--- src/rtl/dma_rpt_pkg.sv ---
package dma_rpt_pkg;

   typedef enum logic [1:0] {
      AM_FIXED = 2'b00,
      AM_INC   = 2'b01,
      AM_DEC   = 2'b10,
      AM_RSVD  = 2'b11
   } addr_mode_e;

   typedef enum logic [1:0] {
      XS_IDLE = 2'b00,
      XS_RD   = 2'b01,
      XS_WR   = 2'b10
   } xfer_state_e;

   localparam logic [2:0] RPT_DST = 3'b010;

   localparam logic [2:0] IDX_SRC  = 3'd0;
   localparam logic [2:0] IDX_DST  = 3'd1;
   localparam logic [2:0] IDX_CNT  = 3'd2;
   localparam logic [2:0] IDX_DSTB = 3'd3;
   localparam logic [2:0] IDX_CNTB = 3'd4;
   localparam logic [2:0] IDX_CTL  = 3'd5;

   localparam int B_EN  = 0;
   localparam int B_IE  = 1;
   localparam int B_HIE = 2;
   localparam int B_SM  = 3;
   localparam int B_DM  = 5;
   localparam int B_RPT = 7;
   localparam int B_HF  = 16;
   localparam int B_EF  = 17;
   localparam int B_OV  = 18;

endpackage

--- src/rtl/dma_rpt_step.sv ---
module dma_rpt_step
   import dma_rpt_pkg::*;
#(
   parameter int AW   = 32,
   parameter int STEP = 4
) (
   input  logic [AW-1:0] cur,
   input  logic [1:0]    mode,
   output logic [AW-1:0] nxt
);

   localparam logic [AW-1:0] DELTA = AW'(STEP);

   always_comb begin
      case (addr_mode_e'(mode))
         AM_INC:  nxt = cur + DELTA;
         AM_DEC:  nxt = cur - DELTA;
         default: nxt = cur;
      endcase
   end

endmodule

--- src/rtl/dma_rpt_regs.sv ---
module dma_rpt_regs
   import dma_rpt_pkg::*;
#(
   parameter int DW   = 32,
   parameter int AW   = 32,
   parameter int CW   = 16,
   parameter int STEP = 4
) (
   input  logic          clk,
   input  logic          rst_n,
   input  logic          wr_en,
   input  logic [2:0]    wr_idx,
   input  logic [DW-1:0] wr_data,
   input  logic [2:0]    rd_idx,
   output logic [DW-1:0] rd_data,
   input  logic          xfer_done,
   input  logic          abort,
   output logic [AW-1:0] src_addr,
   output logic [AW-1:0] dst_addr,
   output logic          cnt_nz,
   output logic          chan_en,
   output logic          irq
);

   localparam int            NSTEP   = 2;
   localparam logic [CW-1:0] CNT_ONE = CW'(1);

   logic [AW-1:0] src_q, dst_q, dstb_q, src_n, dst_n, dstb_n;
   logic [CW-1:0] cnt_q, cntb_q, cnt_n, cntb_n;
   logic          en_q, ie_q, hie_q, en_n, ie_n, hie_n;
   logic [1:0]    sm_q, dm_q, sm_n, dm_n;
   logic [2:0]    rpt_q, rpt_n;
   logic          hf_q, ef_q, ov_q, hf_n, ef_n, ov_n;

   logic [AW-1:0] step_cur  [NSTEP];
   logic [1:0]    step_mode [NSTEP];
   logic [AW-1:0] step_nxt  [NSTEP];

   assign step_cur[0]  = src_q;
   assign step_mode[0] = sm_q;
   assign step_cur[1]  = dst_q;
   assign step_mode[1] = dm_q;

   for (genvar g = 0; g < NSTEP; g++) begin : g_step
      dma_rpt_step #(.AW(AW), .STEP(STEP)) u_step (
         .cur  (step_cur[g]),
         .mode (step_mode[g]),
         .nxt  (step_nxt[g])
      );
   end

   logic [CW-1:0] cnt_dec, half_pt;
   logic          half_evt, tc_evt, wr_prim, wr_ctl;
   logic          hf_eff, ef_eff, ov_eff;

   assign cnt_dec  = cnt_q - CNT_ONE;
   assign half_pt  = cntb_q >> 1;
   assign half_evt = xfer_done && (cnt_dec == half_pt) && (half_pt != '0);
   assign tc_evt   = xfer_done && (cnt_dec == '0);
   assign wr_prim  = wr_en && !en_q;
   assign wr_ctl   = wr_en && (wr_idx == IDX_CTL);
   assign hf_eff   = hf_q && !(wr_ctl && !wr_data[B_HF]);
   assign ef_eff   = ef_q && !(wr_ctl && !wr_data[B_EF]);
   assign ov_eff   = ov_q && !(wr_ctl && !wr_data[B_OV]);

   always_comb begin
      src_n  = src_q;
      dst_n  = dst_q;
      dstb_n = dstb_q;
      cnt_n  = cnt_q;
      cntb_n = cntb_q;
      en_n   = en_q;
      ie_n   = ie_q;
      hie_n  = hie_q;
      sm_n   = sm_q;
      dm_n   = dm_q;
      rpt_n  = rpt_q;
      hf_n   = hf_eff;
      ef_n   = ef_eff;
      ov_n   = ov_eff;
      if (wr_prim) begin
         case (wr_idx)
            IDX_SRC: src_n = wr_data[AW-1:0];
            IDX_DST: begin
               dst_n  = wr_data[AW-1:0];
               dstb_n = wr_data[AW-1:0];
            end
            IDX_CNT: begin
               cnt_n  = wr_data[CW-1:0];
               cntb_n = wr_data[CW-1:0];
            end
            default: ;
         endcase
      end
      if (wr_ctl) begin
         en_n  = wr_data[B_EN];
         ie_n  = wr_data[B_IE];
         hie_n = wr_data[B_HIE];
         sm_n  = wr_data[B_SM+:2];
         dm_n  = wr_data[B_DM+:2];
         rpt_n = wr_data[B_RPT+:3];
      end
      if (xfer_done) begin
         src_n = step_nxt[0];
         dst_n = step_nxt[1];
         cnt_n = cnt_dec;
         if (half_evt) begin
            if (hf_eff) begin
               ov_n = 1'b1;
               en_n = 1'b0;
            end else begin
               hf_n = 1'b1;
            end
         end
         if (tc_evt) begin
            if (ef_eff) begin
               ov_n = 1'b1;
               en_n = 1'b0;
            end else begin
               ef_n = 1'b1;
               if (rpt_q == RPT_DST) begin
                  dst_n = dstb_q;
                  cnt_n = cntb_q;
               end else begin
                  en_n = 1'b0;
               end
            end
         end
      end
      if (abort) en_n = 1'b0;
   end

   always_ff @(posedge clk or negedge rst_n) begin
      if (!rst_n) begin
         src_q  <= '0;
         dst_q  <= '0;
         dstb_q <= '0;
         cnt_q  <= '0;
         cntb_q <= '0;
         en_q   <= 1'b0;
         ie_q   <= 1'b0;
         hie_q  <= 1'b0;
         sm_q   <= '0;
         dm_q   <= '0;
         rpt_q  <= '0;
         hf_q   <= 1'b0;
         ef_q   <= 1'b0;
         ov_q   <= 1'b0;
      end else begin
         src_q  <= src_n;
         dst_q  <= dst_n;
         dstb_q <= dstb_n;
         cnt_q  <= cnt_n;
         cntb_q <= cntb_n;
         en_q   <= en_n;
         ie_q   <= ie_n;
         hie_q  <= hie_n;
         sm_q   <= sm_n;
         dm_q   <= dm_n;
         rpt_q  <= rpt_n;
         hf_q   <= hf_n;
         ef_q   <= ef_n;
         ov_q   <= ov_n;
      end
   end

   always_comb begin
      rd_data = '0;
      case (rd_idx)
         IDX_SRC:  rd_data[AW-1:0] = src_q;
         IDX_DST:  rd_data[AW-1:0] = dst_q;
         IDX_CNT:  rd_data[CW-1:0] = cnt_q;
         IDX_DSTB: rd_data[AW-1:0] = dstb_q;
         IDX_CNTB: rd_data[CW-1:0] = cntb_q;
         IDX_CTL: begin
            rd_data[B_EN]      = en_q;
            rd_data[B_IE]      = ie_q;
            rd_data[B_HIE]     = hie_q;
            rd_data[B_SM+:2]   = sm_q;
            rd_data[B_DM+:2]   = dm_q;
            rd_data[B_RPT+:3]  = rpt_q;
            rd_data[B_HF]      = hf_q;
            rd_data[B_EF]      = ef_q;
            rd_data[B_OV]      = ov_q;
         end
         default: ;
      endcase
   end

   assign src_addr = src_q;
   assign dst_addr = dst_q;
   assign cnt_nz   = (cnt_q != '0);
   assign chan_en  = en_q;
   assign irq      = ie_q && (ef_q || ov_q || (hie_q && hf_q));

   p_abort_off_r11: assert property (@(posedge clk) disable iff (!rst_n)
      abort |=> !en_q);

   p_cnt_hold_r2: assert property (@(posedge clk) disable iff (!rst_n)
      (!xfer_done && !(wr_prim && wr_idx == IDX_CNT)) |=> $stable(cnt_q));

   p_half_src_r4: assert property (@(posedge clk) disable iff (!rst_n)
      $rose(hf_q) |-> $past(xfer_done));

   p_set_wins_r8: assert property (@(posedge clk) disable iff (!rst_n)
      half_evt |=> hf_q);

   p_reload_r6: assert property (@(posedge clk) disable iff (!rst_n)
      (tc_evt && rpt_q == RPT_DST && !ef_eff) |=>
         (cnt_q == $past(cntb_q) && dst_q == $past(dstb_q)));

   p_ovr_halt_r9: assert property (@(posedge clk) disable iff (!rst_n)
      $rose(ov_q) |-> !en_q);

endmodule

--- src/rtl/dma_rpt_xfer.sv ---
module dma_rpt_xfer
   import dma_rpt_pkg::*;
#(
   parameter int DW = 32,
   parameter int AW = 32
) (
   input  logic          clk,
   input  logic          rst_n,
   input  logic          go,
   input  logic          req,
   input  logic [AW-1:0] src_addr,
   input  logic [AW-1:0] dst_addr,
   input  logic [DW-1:0] bus_rdata,
   input  logic          bus_ack,
   output logic          bus_req,
   output logic          bus_we,
   output logic [AW-1:0] bus_addr,
   output logic [DW-1:0] bus_wdata,
   output logic          done
);

   xfer_state_e   state_q;
   logic [DW-1:0] data_q;

   always_ff @(posedge clk or negedge rst_n) begin
      if (!rst_n) begin
         state_q <= XS_IDLE;
         data_q  <= '0;
      end else begin
         case (state_q)
            XS_IDLE: if (go && req) state_q <= XS_RD;
            XS_RD: begin
               if (bus_ack) begin
                  data_q  <= bus_rdata;
                  state_q <= XS_WR;
               end
            end
            XS_WR: if (bus_ack) state_q <= XS_IDLE;
            default: state_q <= XS_IDLE;
         endcase
      end
   end

   assign bus_req   = (state_q != XS_IDLE);
   assign bus_we    = (state_q == XS_WR);
   assign bus_addr  = bus_we ? dst_addr : src_addr;
   assign bus_wdata = data_q;
   assign done      = bus_we && bus_ack;

   p_hold_r12: assert property (@(posedge clk) disable iff (!rst_n)
      (bus_req && !bus_ack) |=> (bus_req && $stable(bus_we)));

   p_wr_after_rd_r2: assert property (@(posedge clk) disable iff (!rst_n)
      (bus_we && !$past(bus_we)) |-> $past(bus_ack));

endmodule

--- src/rtl/dma_rpt_chan.sv ---
module dma_rpt_chan
   import dma_rpt_pkg::*;
#(
   parameter int DW = 32,
   parameter int AW = 32,
   parameter int CW = 16
) (
   input  logic          clk,
   input  logic          rst_n,
   input  logic          reg_we,
   input  logic [2:0]    reg_widx,
   input  logic [DW-1:0] reg_wdata,
   input  logic [2:0]    reg_ridx,
   output logic [DW-1:0] reg_rdata,
   input  logic          dma_glb_en,
   input  logic          abort_in,
   input  logic          periph_req,
   output logic          bus_req,
   output logic          bus_we,
   output logic [AW-1:0] bus_addr,
   output logic [DW-1:0] bus_wdata,
   input  logic [DW-1:0] bus_rdata,
   input  logic          bus_ack,
   output logic          irq
);

   localparam int STEP = DW / 8;

   initial begin
      assert (DW % 8 == 0) else $error("DW must be a whole number of bytes");
      assert (DW > B_OV)   else $error("DW too narrow for control word");
      assert (AW <= DW)    else $error("AW must not exceed DW");
      assert (CW >= 2 && CW <= DW) else $error("CW out of range");
   end

   logic [AW-1:0] src_addr, dst_addr;
   logic          cnt_nz, chan_en, done, go;

   assign go = chan_en && dma_glb_en && !abort_in && cnt_nz;

   dma_rpt_regs #(.DW(DW), .AW(AW), .CW(CW), .STEP(STEP)) u_regs (
      .clk       (clk),
      .rst_n     (rst_n),
      .wr_en     (reg_we),
      .wr_idx    (reg_widx),
      .wr_data   (reg_wdata),
      .rd_idx    (reg_ridx),
      .rd_data   (reg_rdata),
      .xfer_done (done),
      .abort     (abort_in),
      .src_addr  (src_addr),
      .dst_addr  (dst_addr),
      .cnt_nz    (cnt_nz),
      .chan_en   (chan_en),
      .irq       (irq)
   );

   dma_rpt_xfer #(.DW(DW), .AW(AW)) u_xfer (
      .clk       (clk),
      .rst_n     (rst_n),
      .go        (go),
      .req       (periph_req),
      .src_addr  (src_addr),
      .dst_addr  (dst_addr),
      .bus_rdata (bus_rdata),
      .bus_ack   (bus_ack),
      .bus_req   (bus_req),
      .bus_we    (bus_we),
      .bus_addr  (bus_addr),
      .bus_wdata (bus_wdata),
      .done      (done)
   );

   p_no_start_r11: assert property (@(posedge clk) disable iff (!rst_n)
      (!bus_req && (!dma_glb_en || abort_in)) |=> !bus_req);

endmodule

--- config.mk ---
export PLATFORM = sky130hd
export DESIGN_NAME = dma_rpt_chan
export DESIGN_NICKNAME = d
export VERILOG_FILES = /design/src/rtl/dma_rpt_pkg.sv /design/src/rtl/dma_rpt_step.sv /design/src/rtl/dma_rpt_regs.sv /design/src/rtl/dma_rpt_xfer.sv /design/src/rtl/dma_rpt_chan.sv
export SDC_FILE = /design/constraint.sdc
export NUM_CORES = 1
export LEC_CHECK = 0
export BUFFER_PORTS_ARGS = -buffer_cell sky130_fd_sc_hd__buf_2
export CAP_MARGIN = 20
export CORE_MARGIN = 2
export CORE_UTILIZATION = 45
export CTS_BUF_LIST = sky130_fd_sc_hd__clkbuf_2 sky130_fd_sc_hd__clkbuf_4 sky130_fd_sc_hd__clkbuf_8
export DETAILED_ROUTE_END_ITERATION = 7
export PLACE_DENSITY = 0.76
export SYNTH_ARGS = -nofsm -noshare
export SYNTH_HDL_FRONTEND = slang
export SYNTH_SLANG_ARGS = --single-unit
export TNS_END_PERCENT = 5
--- constraint.sdc ---
create_clock -name clk -period 4.7 [get_ports clk]
set_clock_uncertainty 0.2 [all_clocks]
set_input_delay 0.235 -clock clk [delete_from_list [all_inputs] [get_ports clk]]
set_output_delay 0.235 -clock clk [all_outputs]
set_load 0.02 [all_outputs]
# After elaboration in Yosys (flattened, before gate mapping)
# Index checks and enable logic that the tools add are counted.
# classes
mux	43
n_eq_ne	20
addsub	5
reduce_logical	46
# ops
operator	count
two-way mux 32 bit	10
case mux 32 bit (2 select lines)	2
two-way mux 16 bit	6
adder 32 x 3 -> 32 bit (second input constant)	2
subtractor 32 x 3 -> 32 bit (second input constant)	2
case mux 10 bit (6 select lines)	1
case mux 13 bit (3 select lines)	1
nonzero test 16 bit	2
case mux 6 bit (5 select lines)	1
logical AND 1 bit	18
two-way mux 1 bit	17
== test 16 x 15 -> 1 bit	1
logical NOT 16 bit	1
subtractor 16 x 1 -> 16 bit (second input constant)	1
== test 3 x 2 -> 1 bit (second input constant)	4
case mux 3 bit (4 select lines)	1
AND reduction 2 bit	5
nonzero test 2 bit	5
== test 3 bit (second input constant)	3
logical NOT 1 bit	8
== test 2 x 1 -> 1 bit (second input constant)	3
== test 2 bit (second input constant)	3
== test 3 x 1 -> 1 bit (second input constant)	2
logical NOT 3 bit	2
other kinds (8)	13
# word_totals
inputBits	77
out_inout_bits	99
regBits	175

# Logic depth before layout (Yosys ltp)
# Gate-level depths: netlist (run 1).
# logic_depth
word_depth	12
mapped_depth	13
depth_no_buf	12

# Modules after synthesis
# From an unflattened synthesis (run 1), not the netlist that was laid out.
# unflattened
cells_unflattened	1909
area_unflattened_um2	15801.4
# modules_own_cells
mod	n_inst	area_each_um2	cells_per_inst	seq_area_each_um2
dma_rpt_regs	1	8966.1	1008	3528.4
dma_rpt_step	2	2497.4	393	0.0
dma_rpt_xfer	1	1830.5	114	850.8
dma_rpt_chan	1	10.0	1	0.0

# Least setup slack after synthesis (run 1)
# Ideal clock, no wire load.
# synth_path
kind	flip-flop to flip-flop
start	register u_regs.sm_q[0]
end	register u_regs.src_q[31], in the netlist u_regs.src_addr[31]
slack_ns	1.036
path_buffers	1
arrival_ns	3.340
stages_incl_launch_ff	13
path_cell_list	dfrtp_1 > inv_1 > ha_1 > ha_1 > clkbuf_1 > a2111oi_0 > o21ai_0 > a221o_1 > a221oi_1 > inv_1 > o21bai_1 > o21ai_1 > mux2_2
# synth_between
elab_chain_len	3
# synth_rtl
item	line_no	text
start, declared	dma_rpt_regs.sv:31	logic [1:0] sm_q, dm_q, sm_n, dm_n;
start signal, assigned	dma_rpt_regs.sv:158	sm_q <= sm_n;
== test 2 bit / == test 2 x 1 -> 1 bit (equally long branches)	dma_rpt_step.sv:15	case (addr_mode_e'(mode))
!= test 3 bit (no line) / case mux 32 bit (2 select lines) (equally long branches)	n/a	
AND reduction 3 bit (no line) / two-way mux 32 bit (equally long branches)	n/a	
end signal, assigned	dma_rpt_regs.sv:150	src_q <= src_n;
end, declared	dma_rpt_regs.sv:28	logic [AW-1:0] src_q, dst_q, dstb_q, src_n, dst_n, dstb_n;
# Several ways; a longest one is shown, not always the timed one.
# A chain may end at the register's enable or synchronous reset.

# Final worst setup path (run 1)
# layout_path
start	register u_regs.cnt_q[0]
end	register u_regs.dst_q[25], in the netlist u_regs.dst_addr[25]
# layout_between
elab_chain_len	5
# layout_rtl
item	line_no	text
start, declared	dma_rpt_regs.sv:29	logic [CW-1:0] cnt_q, cntb_q, cnt_n, cntb_n;
start signal, assigned	dma_rpt_regs.sv:153	cnt_q <= cnt_n;
subtractor 16 x 1 -> 16 bit	dma_rpt_regs.sv:56	assign cnt_dec = cnt_q - CNT_ONE;
logical NOT 16 bit	dma_rpt_regs.sv:59	assign tc_evt = xfer_done && (cnt_dec == '0);
logical AND 1 bit	dma_rpt_regs.sv:59	
two-way mux 32 bit	dma_rpt_regs.sv:115	if (tc_evt) begin
two-way mux 32 bit	dma_rpt_regs.sv:103	if (xfer_done) begin
end signal, assigned	dma_rpt_regs.sv:151	dst_q <= dst_n;
end, declared	dma_rpt_regs.sv:28	
# Every way passes these cells.

==> report_table.html, run 1 <==
<table>
<tr><th>Metric</th><th>Value</th></tr>
<tr><th colspan="2">Flow run</th></tr>
<tr><td>Total of max-cap violations</td><td>0</td></tr>
<tr><th colspan="2">Logic synthesis</th></tr>
<tr><td>Unique cell type count in the Yosys netlist</td><td>a little under 80</td></tr>
<tr><td>Total number of yosys warnings</td><td>0</td></tr>
<tr><td>Mux cell area share after synthesis</td><td>0.08837</td></tr>
<tr><td>Complex-gate fraction of the synthesized area</td><td>0.1928</td></tr>
<tr><td>Post-Synthesis Cells</td><td>1652</td></tr>
<tr><td>Commonest register cell after synthesis</td><td>dfrtp_1</td></tr>
<tr><td>Adder and majority gate portion of the synthesized area</td><td>0.05986</td></tr>
<tr><td>Dominant combinational cell family by area after synthesis</td><td>simple AND/OR/NAND/NOR gates</td></tr>
<tr><td>Syn Area/Cell</td><td>7.996 um^2</td></tr>
<tr><td>FF+latch count, synth</td><td>175</td></tr>
<tr><td>Share of async-settable or async-resettable flops after synthesis</td><td>1.000</td></tr>
<tr><td>Post-synth EDFFs</td><td>0</td></tr>
<tr><td>Syn Nets</td><td>roughly 1800</td></tr>
<tr><td>Simple-gate area share of the yosys netlist</td><td>0.2402</td></tr>
<tr><td>Portion of the post-synthesis area used by sequential elements</td><td>0.3315</td></tr>
<tr><td>Post-synthesis instance area</td><td>13210 um^2</td></tr>
<tr><td>Xor and xnor area share after synthesis</td><td>0.04717</td></tr>
<tr><th colspan="2">Clocking</th></tr>
<tr><td>Post-cts repair resize count</td><td>0</td></tr>
<tr><td>Hold buffers post-CTS</td><td>69</td></tr>
<tr><td>Number of buffers on the longest clock path</td><td>2</td></tr>
<tr><td>Clock H-tree levels</td><td>4</td></tr>
<tr><td>Root buf cell</td><td>clkbuf_8</td></tr>
<tr><td>CTS tree</td><td>done</td></tr>
<tr><td>Clock-pin slew reported for the worst setup and hold paths after clock tree synthesis</td><td>90 ps</td></tr>
<tr><td>Clock tree sinks</td><td>175</td></tr>
<tr><td>Post-CTS setup repair buffer count</td><td>0</td></tr>
<tr><td>Number of buffers created by CTS</td><td>17</td></tr>
<tr><td>Clock insertion delay at the later pin of the skew report</td><td>500 ps</td></tr>
<tr><th colspan="2">Placed design</th></tr>
<tr><td>Port-buffer cells</td><td>175</td></tr>
<tr><td>Post-detail-place hpwl</td><td>33050 um</td></tr>
<tr><td>Placed standard-cell area</td><td>between 10000 and 15000 um^2</td></tr>
<tr><td>GPL Wtd Cong</td><td>0.9875</td></tr>
<tr><th colspan="2">GRT</th></tr>
<tr><td>Number of antenna violations at the first check in global routing</td><td>0</td></tr>
<tr><td>Global-route wire length before repair</td><td>71800 um</td></tr>
<tr><td>Global-route usage over all layers</td><td>0.2983</td></tr>
<tr><td>Total overflow reported by the global router</td><td>0</td></tr>
<tr><td>Via count of the first global-routing pass</td><td>around 13000</td></tr>
<tr><td>Largest net degree at the start of global routing</td><td>about 100</td></tr>
<tr><th colspan="2">Min path</th></tr>
<tr><td>Worst hold path class</td><td>in2reg</td></tr>
<tr><th colspan="2">STA</th></tr>
<tr><td>Final setup violation count</td><td>0</td></tr>
<tr><td>Relative slew slack</td><td>0.2590</td></tr>
<tr><td>Shortest period the worst path allows</td><td>4000 ps</td></tr>
<tr><td>Measured slew at the worst slew-check pin</td><td>1112 ps</td></tr>
<tr><td>Final Hold Viols</td><td>0</td></tr>
<tr><td>Final worst path period share</td><td>0.8510</td></tr>
<tr><td>RSZ-0062 raised after global routing</td><td>no</td></tr>
<tr><td>Maximum achievable frequency</td><td>250.0 MHz</td></tr>
<tr><td>Pins Over Slew Limit</td><td>0</td></tr>
<tr><td>Post-Route Setup TNS</td><td>0 ps</td></tr>
<tr><th colspan="2">Setup path</th></tr>
<tr><td>Destination of the worst register-to-register timing path</td><td>u_regs.dst_addr[25]</td></tr>
<tr><td>Worst reg2reg path depth</td><td>9</td></tr>
<tr><td>Start point of the critical path</td><td>u_regs.cnt_q[0]</td></tr>
<tr><td>Worst endpoint data arrival time</td><td>4180 ps</td></tr>
<tr><td>Start-to-end type of the worst setup path</td><td>reg2reg</td></tr>
<tr><td>Minimum setup slack among reg-to-reg paths</td><td>700 ps</td></tr>
<tr><td>Crit path to</td><td>u_regs.dst_addr[25]</td></tr>
<tr><td>CP endpoint kind</td><td>flop</td></tr>
<tr><td>Required time of the critical path</td><td>slightly below 5000 ps</td></tr>
<tr><td>Nature of the critical path startpoint</td><td>flop</td></tr>
<tr><td>Maximum fanout count along the critical path</td><td>14</td></tr>
<tr><td>R2R Path Start</td><td>u_regs.cnt_q[0]</td></tr>
<tr><th colspan="2">Layout</th></tr>
<tr><td>Number of diodes</td><td>0</td></tr>
<tr><td>Final instance area</td><td>15420 um^2</td></tr>
<tr><td>Fraction of final layout cells with drive strength greater than 1</td><td>0.1653</td></tr>
<tr><td>Area overhead of the layout relative to synthesis</td><td>16.73%</td></tr>
<tr><td>Utilization after layout</td><td>0.5358</td></tr>
<tr><td>Final #Nets</td><td>1966</td></tr>
<tr><th colspan="2">Detailed routing</th></tr>
<tr><td>Antenna Nets Post-Route</td><td>0</td></tr>
<tr><td>Detailed-route wire length</td><td>45950 um</td></tr>
<tr><td>Initial DRC count</td><td>1430</td></tr>
<tr><td>Residual DRC count</td><td>0</td></tr>
<tr><td>Via total after detailed routing</td><td>around 14000</td></tr>
<tr><td>Post-detailed-route via-to-cell ratio</td><td>6.118</td></tr>
<tr><td>Routed len/inst</td><td>20.67 um</td></tr>
<tr><td>Number of iterations in the first detailed-routing pass</td><td>5</td></tr>
<tr><th colspan="2">Power and ir drop</th></tr>
<tr><td>Power density over the cells</td><td>418.2 nW/um^2</td></tr>
<tr><td>Total power consumption of the routed design</td><td>0.006448 W</td></tr>
<tr><td>Static Leakage</td><td>between 7 and 8 nW</td></tr>
<tr><td>Worst vdd rail ir drop</td><td>212.9 uV</td></tr>
<tr><th colspan="2">Floorplan</th></tr>
<tr><td>Die boundary height</td><td>175.3 um</td></tr>
<tr><td>Number of standard-cell rows in the floorplan</td><td>62</td></tr>
<tr><td>Core area</td><td>28780 um^2</td></tr>
<tr><td>Horizontal extent of the die</td><td>175.3 um</td></tr>
<tr><td>Die Area</td><td>between 30000 and 40000 um^2</td></tr>
<tr><td>Boundary Pins</td><td>176</td></tr>
<tr><td>Starting density of the core</td><td>0.4590</td></tr>
<tr><th colspan="2">Run status</th></tr>
<tr><td>Run status</td><td>finished, final reports clean</td></tr>
</table>
==> Yosys cell counts, types with 25 or more instances <==
master	instances	share of area
a21o_1	27	0.015
and3_1	38	0.018
ha_1	60	0.057
dfrtp_1	175	0.33
nand3_1	43	0.016
nor2_1	116	0.033
nand2_1	377	0.11
a31oi_1	53	0.025
xnor2_1	33	0.022
o211ai_1	25	0.014
clkbuf_1	88	0.025
o21ai_0	87	0.033
mux2i_1	57	0.043
a21oi_1	111	0.042
mux2_2	51	0.043
xor2_1	35	0.023
==> report_power, final <==
group          switching, W  internal, W
registers          0.000461      0.00178
logic               0.00186      0.00127
clock network      0.000592     0.000493
total               0.00291      0.00354
==> cell families (layout without fill, tap and decap cells) <==
| kind of cell | count (synthesis) | after routing |
|---|---|---|
| compound gates | 405 | 405 |
| xor+xnor | 69 | 69 |
| simple gates | 697 | 697 |
| fa+ha+maj | 62 | 62 |
| buf+inv | 135 | 322 |
| flops | 175 | 175 |
| mux | 109 | 109 |
==> worst min-delay path by stage <==
stage | startpoint | end | slack (ps) | depth (start not counted)
global placement | rst_n | u_regs.dst_addr[19] | 190 | 1
global route | reg_widx[1] | u_regs.src_addr[17] | 170 | 5
finish | reg_widx[1] | u_regs.src_addr[17] | 150 | 5
floorplan | rst_n | u_regs.chan_en | -260 | 0
CTS | reg_widx[1] | u_regs.src_addr[17] | 140 | 5
detailed placement | rst_n | u_regs.dstb_q[23] | 190 | 1
==> layout by cell type, fill, tap and decap left out, types with 9 or more instances in the layout <==
cell type | synthesis | final
clkbuf_8 | 0 | 18
nor4_1 | 11 | 11
xnor2_1 | 33 | 33
buf_4 | 0 | 21
ha_1 | 60 | 60
nand2b_1 | 11 | 11
mux2i_1 | 57 | 57
nor2b_1 | 12 | 12
a21o_1 | 27 | 27
nand3_1 | 43 | 42
nand4_1 | 10 | 10
xor2_1 | 35 | 35
o21ai_0 | 87 | 87
mux2_2 | 51 | 51
o211ai_1 | 25 | 25
nor3_1 | 23 | 23
a21oi_1 | 111 | 111
o22ai_1 | 9 | 9
and3_1 | 38 | 38
nand2_1 | 377 | 376
a211oi_1 | 14 | 14
buf_2 | 12 | 174
dlygate4sd3_1 | 0 | 69
a31oi_1 | 53 | 53
nor2_1 | 116 | 114
dfrtp_1 | 175 | 175
inv_1 | 23 | 23
==> layer usage <==
metal | routed length, um | up-vias | share of wire | track usage
met2 | 20460 | 753 | 0.45 | 0.4590
li1 | - | 6246 | - | -
met3 | 4547 | 127 | 0.099 | 0.06017
met4 | 1983 | 0 | 0.043 | 0.1326
met1 | 18960 | 6474 | 0.41 | 0.4068
met5 | 0 | - | 0 | 0
==> state kept, by name (all words and copies together), names as in the netlist, 2 cells and up <==
name	flops
u_regs.dst_addr	32
u_regs.rpt_q	3
u_xfer.bus_wdata	32
u_regs.cntb_q	16
u_regs.cnt_q	16
u_regs.src_addr	32
u_regs.dstb_q	32
u_regs.sm_q	2
u_xfer.state_q	2
u_regs.dm_q	2
==> worst max-delay path, cell delays in order, from the launching register on <==
cell and delay [ps]:
dfrtp_1 530, inv_1 170, ha_1 260, nor2b_1 430, nand4_1 180, xnor2_1 230
nor4_1 590, and3_1 750, nor2_2 210, a221o_1 340
==> metrics by stage <==
| stage | hold WS, ps | worst slack [ps] | std cells |
|---|---|---|---|
| 3_3_place_gp | 192.1 | 862.2 | 2123 |
| 5_1_grt | 174.6 | 361.6 | 2223 |
| 3_5_place_dp | 193.8 | 820.0 | 2123 |
| 6_report | 147.7 | 700.1 | 2223 |
| 2_1_floorplan | -260.6 | 1036 | 1652 |
| 4_1_cts | 139.1 | 791.7 | 2223 |
==> area by class of cell <==
cell class / count / area [um^2]
Fill cell: 2624 / 13360
Clock inverter: 12 / 136.4
Sequential cell: 175 / 4379
Tap cell: 384 / 480.5
Multi-Input combinational cell: 1342 / 8324
Timing Repair Buffer: 266 / 1750
Inverter: 25 / 93.84
Clock buffer: 19 / 255.2
Note: power is estimated with default switching activity, not from simulation.
==> inputs of run 2 (changes only) <==
--- a/config.mk
+++ b/config.mk
@@ -7,7 +7,6 @@
 export LEC_CHECK = 0
 export BUFFER_PORTS_ARGS = -buffer_cell sky130_fd_sc_hd__buf_2
 export CAP_MARGIN = 20
-export CORE_MARGIN = 2
 export CORE_UTILIZATION = 45
 export CTS_BUF_LIST = sky130_fd_sc_hd__clkbuf_2 sky130_fd_sc_hd__clkbuf_4 sky130_fd_sc_hd__clkbuf_8
 export DETAILED_ROUTE_END_ITERATION = 7
==> run 2 against run 1 <==
Compared with the run above:
- maximum frequency fell by 0.13%
- count of clock-buffer cells in the layout is 1 lower
- routed wire length up 1.6%
- hold slack got worse by 89 ps
- register-to-register slack hardly changed
- final cell count is 0.22% higher
- critical path type unchanged
- critical endpoint is now u_regs.dst_addr[30]
==> report_table.html, run 2 (synthesis gave the netlist of run 1 again) <==
<table>
<tr><th>Metric</th><th>Value</th></tr>
<tr><th colspan="2">Run status</th></tr>
<tr><td>Run status</td><td>finished, final reports clean</td></tr>
<tr><th colspan="2">Layout</th></tr>
<tr><td>Final instance area</td><td>15490 um^2 (+0.44%)</td></tr>
<tr><td>Final #Nets</td><td>1968 (+0.10%)</td></tr>
<tr><td>Area overhead of the layout relative to synthesis</td><td>17.24%</td></tr>
<tr><td>Layout fillers</td><td>2634 (+0.38%)</td></tr>
<tr><td>Fraction of final layout cells with drive strength greater than 1</td><td>0.1667 (+0.001359)</td></tr>
<tr><td>Most frequent standard cell in the layout excluding fill and tap cells</td><td>nand2_1</td></tr>
<tr><td>Leading cell types in the layout, fill and taps excluded</td><td>nand2_1 (376), dfrtp_1 (175), buf_2 (174)</td></tr>
<tr><th colspan="2">Detailed routing</th></tr>
<tr><td>Initial DRC count</td><td>1758 (+23%)</td></tr>
<tr><td>Detailed-route wire length</td><td>46700 um (+1.6%)</td></tr>
<tr><td>Via total after detailed routing</td><td>13670 (+0.49%)</td></tr>
<tr><td>Number of iterations in the first detailed-routing pass</td><td>6 (+1)</td></tr>
<tr><td>Residual DRC count</td><td>0 (unchanged)</td></tr>
<tr><td>Routed len/inst</td><td>20.96 um (+1.4%)</td></tr>
<tr><td>Post-detailed-route via-to-cell ratio</td><td>6.134 (+0.27%)</td></tr>
<tr><td>Antenna Nets Post-Route</td><td>0 (unchanged)</td></tr>
<tr><th colspan="2">STA</th></tr>
<tr><td>Post-Route Setup TNS</td><td>0 ps (unchanged)</td></tr>
<tr><td>Final setup violation count</td><td>0 (unchanged)</td></tr>
<tr><td>RSZ-0062 raised after global routing</td><td>no</td></tr>
<tr><td>Final worst path period share</td><td>0.8521 (+0.001088)</td></tr>
<tr><td>Measured slew at the worst slew-check pin</td><td>1062 ps (-49.80 ps)</td></tr>
<tr><td>Shortest period the worst path allows</td><td>4005 ps (+5.112 ps)</td></tr>
<tr><td>Relative slew slack</td><td>0.2922 (+0.03320)</td></tr>
<tr><td>Final Hold Viols</td><td>0 (unchanged)</td></tr>
<tr><td>Maximum achievable frequency</td><td>249.7 MHz (-0.13%)</td></tr>
<tr><td>Fin Hold WS</td><td>58.33 ps (-89.36 ps)</td></tr>
<tr><td>Pins Over Slew Limit</td><td>0 (unchanged)</td></tr>
<tr><th colspan="2">Setup path</th></tr>
<tr><td>Maximum fanout count along the critical path</td><td>14 (unchanged)</td></tr>
<tr><td>Largest stage delay on the critical path</td><td>760 ps (about the same)</td></tr>
<tr><td>Worst endpoint data arrival time</td><td>4190 ps (about the same)</td></tr>
<tr><td>Destination of the worst register-to-register timing path</td><td>u_regs.dst_addr[30]</td></tr>
<tr><td>Minimum setup slack among reg-to-reg paths</td><td>690 ps (about the same)</td></tr>
<tr><td>Required time of the critical path</td><td>4890 ps (about the same)</td></tr>
<tr><td>Worst reg2reg path depth</td><td>10 (+1)</td></tr>
<tr><td>Crit path buf inv count</td><td>1 (unchanged)</td></tr>
<tr><td>CP endpoint kind</td><td>flop</td></tr>
<tr><td>Start-to-end type of the worst setup path</td><td>reg2reg</td></tr>
<tr><td>Kind of cell with the highest combined delay on the critical path</td><td>simple AND/OR/NAND/NOR gates</td></tr>
<tr><td>Master of the slowest instance on the critical path</td><td>and3_1</td></tr>
<tr><td>Nature of the critical path startpoint</td><td>flop</td></tr>
<tr><td>Critical Path, Cell by Cell</td><td>inv_1 &gt; ha_1 &gt; nor2b_1 &gt; nand4_1 &gt; xnor2_1 &gt; nor4_1 &gt; and3_1 &gt; or4_1 &gt; mux2i_1 &gt; nor4_1</td></tr>
<tr><td>Cell with the most instances on the worst path</td><td>nor4_1</td></tr>
<tr><td>Start point of the critical path</td><td>u_regs.cnt_q[0]</td></tr>
<tr><td>R2R Path Start</td><td>u_regs.cnt_q[0]</td></tr>
<tr><th colspan="2">Power and ir drop</th></tr>
<tr><td>Switching part of the total power</td><td>0.4595 (+0.008225)</td></tr>
<tr><td>Share of total power in the clock network</td><td>0.168 (about the same)</td></tr>
<tr><td>Power density over the cells</td><td>418.4 nW/um^2 (about the same)</td></tr>
<tr><td>Part of the power in registers</td><td>0.345 (-0.002)</td></tr>
<tr><td>Comb power frac</td><td>0.487 (+0.003)</td></tr>
<tr><td>Internal power</td><td>0.003502 W (-1.0%)</td></tr>
<tr><td>Worst vdd rail ir drop</td><td>238.1 uV (+12%)</td></tr>
<tr><td>Static Leakage</td><td>7.568 nW (+0.37%)</td></tr>
<tr><td>Net Sw Power</td><td>0.002978 W (+2.3%)</td></tr>
<tr><th colspan="2">Clocking</th></tr>
<tr><td>CTS tree</td><td>done</td></tr>
<tr><td>Number of buffers on the longest clock path</td><td>2 (unchanged)</td></tr>
<tr><td>Clock H-tree levels</td><td>4 (unchanged)</td></tr>
<tr><td>Number of buffers created by CTS</td><td>17 (unchanged)</td></tr>
<tr><td>Clock-pin slew reported for the worst setup and hold paths after clock tree synthesis</td><td>100 ps (about the same)</td></tr>
<tr><td>Post-CTS setup repair buffer count</td><td>0 (unchanged)</td></tr>
<tr><td>Clock insertion delay at the later pin of the skew report</td><td>490 ps (about the same)</td></tr>
<tr><td>Root buf cell</td><td>clkbuf_8</td></tr>
<tr><td>Clock tree sinks</td><td>175 (unchanged)</td></tr>
<tr><th colspan="2">Floorplan</th></tr>
<tr><td>Number of standard-cell rows in the floorplan</td><td>62 (unchanged)</td></tr>
<tr><td>Die boundary height</td><td>173.3 um (-1.1%)</td></tr>
<tr><td>Starting density of the core</td><td>0.4590 (unchanged)</td></tr>
<tr><td>Horizontal extent of the die</td><td>173.3 um (-1.1%)</td></tr>
<tr><td>Boundary Pins</td><td>176 (unchanged)</td></tr>
<tr><td>Die Area</td><td>30050 um^2 (-2.3%)</td></tr>
<tr><td>Core area</td><td>28780 um^2 (unchanged)</td></tr>
<tr><th colspan="2">Placed design</th></tr>
<tr><td>Placed standard-cell area</td><td>14340 um^2 (unchanged)</td></tr>
<tr><td>Port-buffer cells</td><td>175 (unchanged)</td></tr>
<tr><td>Post-detail-place hpwl</td><td>32970 um (-0.25%)</td></tr>
<tr><td>GPL Wtd Cong</td><td>0.9719 (-1.6%)</td></tr>
<tr><th colspan="2">Min path</th></tr>
<tr><td>Worst hold path class</td><td>in2reg</td></tr>
<tr><td>Hold-critical path endpoint</td><td>u_regs.cntb_q[14]</td></tr>
<tr><td>Number of cells on the worst hold path</td><td>4 (-1)</td></tr>
<tr><td>Start point of the worst min-delay path</td><td>reg_widx[1]</td></tr>
<tr><th colspan="2">Flow run</th></tr>
<tr><td>Total of max-cap violations</td><td>0 (unchanged)</td></tr>
<tr><th colspan="2">GRT</th></tr>
<tr><td>Global-route usage over all layers</td><td>0.3099 (+0.01154)</td></tr>
<tr><td>Global-route wire length before repair</td><td>73090 um (+1.8%)</td></tr>
<tr><td>Via count of the first global-routing pass</td><td>12930 (+0.53%)</td></tr>
<tr><td>Largest net degree at the start of global routing</td><td>93 (-7.9%)</td></tr>
<tr><td>Total overflow reported by the global router</td><td>0 (unchanged)</td></tr>
<tr><td>Number of antenna violations at the first check in global routing</td><td>1 (+1)</td></tr>
</table>
==> run 2: cell types whose count changed in the layout (fill, tap and decap cells not counted), sizes merged <==
cell	previous run	this run
bufinv	2	1
diode	0	2
buf	197	199
clkbuf	19	18
inv	26	29
==> run 2: area by class of cell <==
class                   count  area [um^2]  area share
inverters                  25        93.84    0.006059
diodes                      2        5.005   0.0003232
clock inverters            14        151.4    0.009775
well taps                 384        480.5     0.03102
clock buffers              18        247.7     0.01600
flip-flops and latches    175         4379      0.2828
repair buffers            268         1805      0.1166
multi-input cells        1342         8324      0.5375
==> run 2: worst min-delay path, cell delays in order <==
cell and delay, ps:
buf_2 130, nand2_1 180, nand2_1 120, nand2_1 50
==> run 2: metrics by stage <==
stage | power [W] | std cells | setup slack, ps | utilization
4_1_cts | 0.006396 | 2224 | 800.1 | 0.5360
3_3_place_gp | 0.005215 | 2123 | 955.1 | 0.4982
3_5_place_dp | 0.005266 | 2123 | 818.8 | 0.4982
2_1_floorplan | 0.004345 | 1652 | 1036 | -
6_report | 0.006480 | 2228 | 695.0 | 0.5381
5_1_grt | 0.006866 | 2227 | 345.5 | 0.5380
==> run 2: metal layers <==
layer | wire length [um] | vias to the layer above | track usage
li1 | - | 6237 | -
met3 | 4839 | 137 | 0.06864
met4 | 2074 | 0 | 0.1482
met2 | 20670 | 766 | 0.4714
met1 | 19120 | 6527 | 0.4174
met5 | 0 | - | 0
==> run 2: worst max path at each step <==
| stage | to | depth (start not counted) |
|---|---|---|
| floorplan | u_regs.src_addr[31] | 12 |
| global placement | u_regs.dst_addr[23] | 10 |
| detailed placement | u_regs.dst_addr[30] | 10 |
| CTS | u_regs.dst_addr[30] | 10 |
| global route | u_regs.dst_addr[30] | 10 |
| finish | u_regs.dst_addr[30] | 10 |
==> run 2: power groups by stage <==
stage                     clock network, W  registers, W  logic, W
after floorplan                          0       0.00205   0.00230
after global placement                   0       0.00223   0.00299
after detailed placement                 0       0.00224   0.00303
after CTS                          0.00110       0.00221   0.00309
after global routing               0.00115       0.00226   0.00345
final                              0.00109       0.00224   0.00315
==> run 2: timing repair <==
item | in CTS | in global routing
resized for setup | 0 | 0
endpoints found under the setup margin | 0 | 0
hold endpoints to repair | 248 | 0
hold buffers | 69 | 0
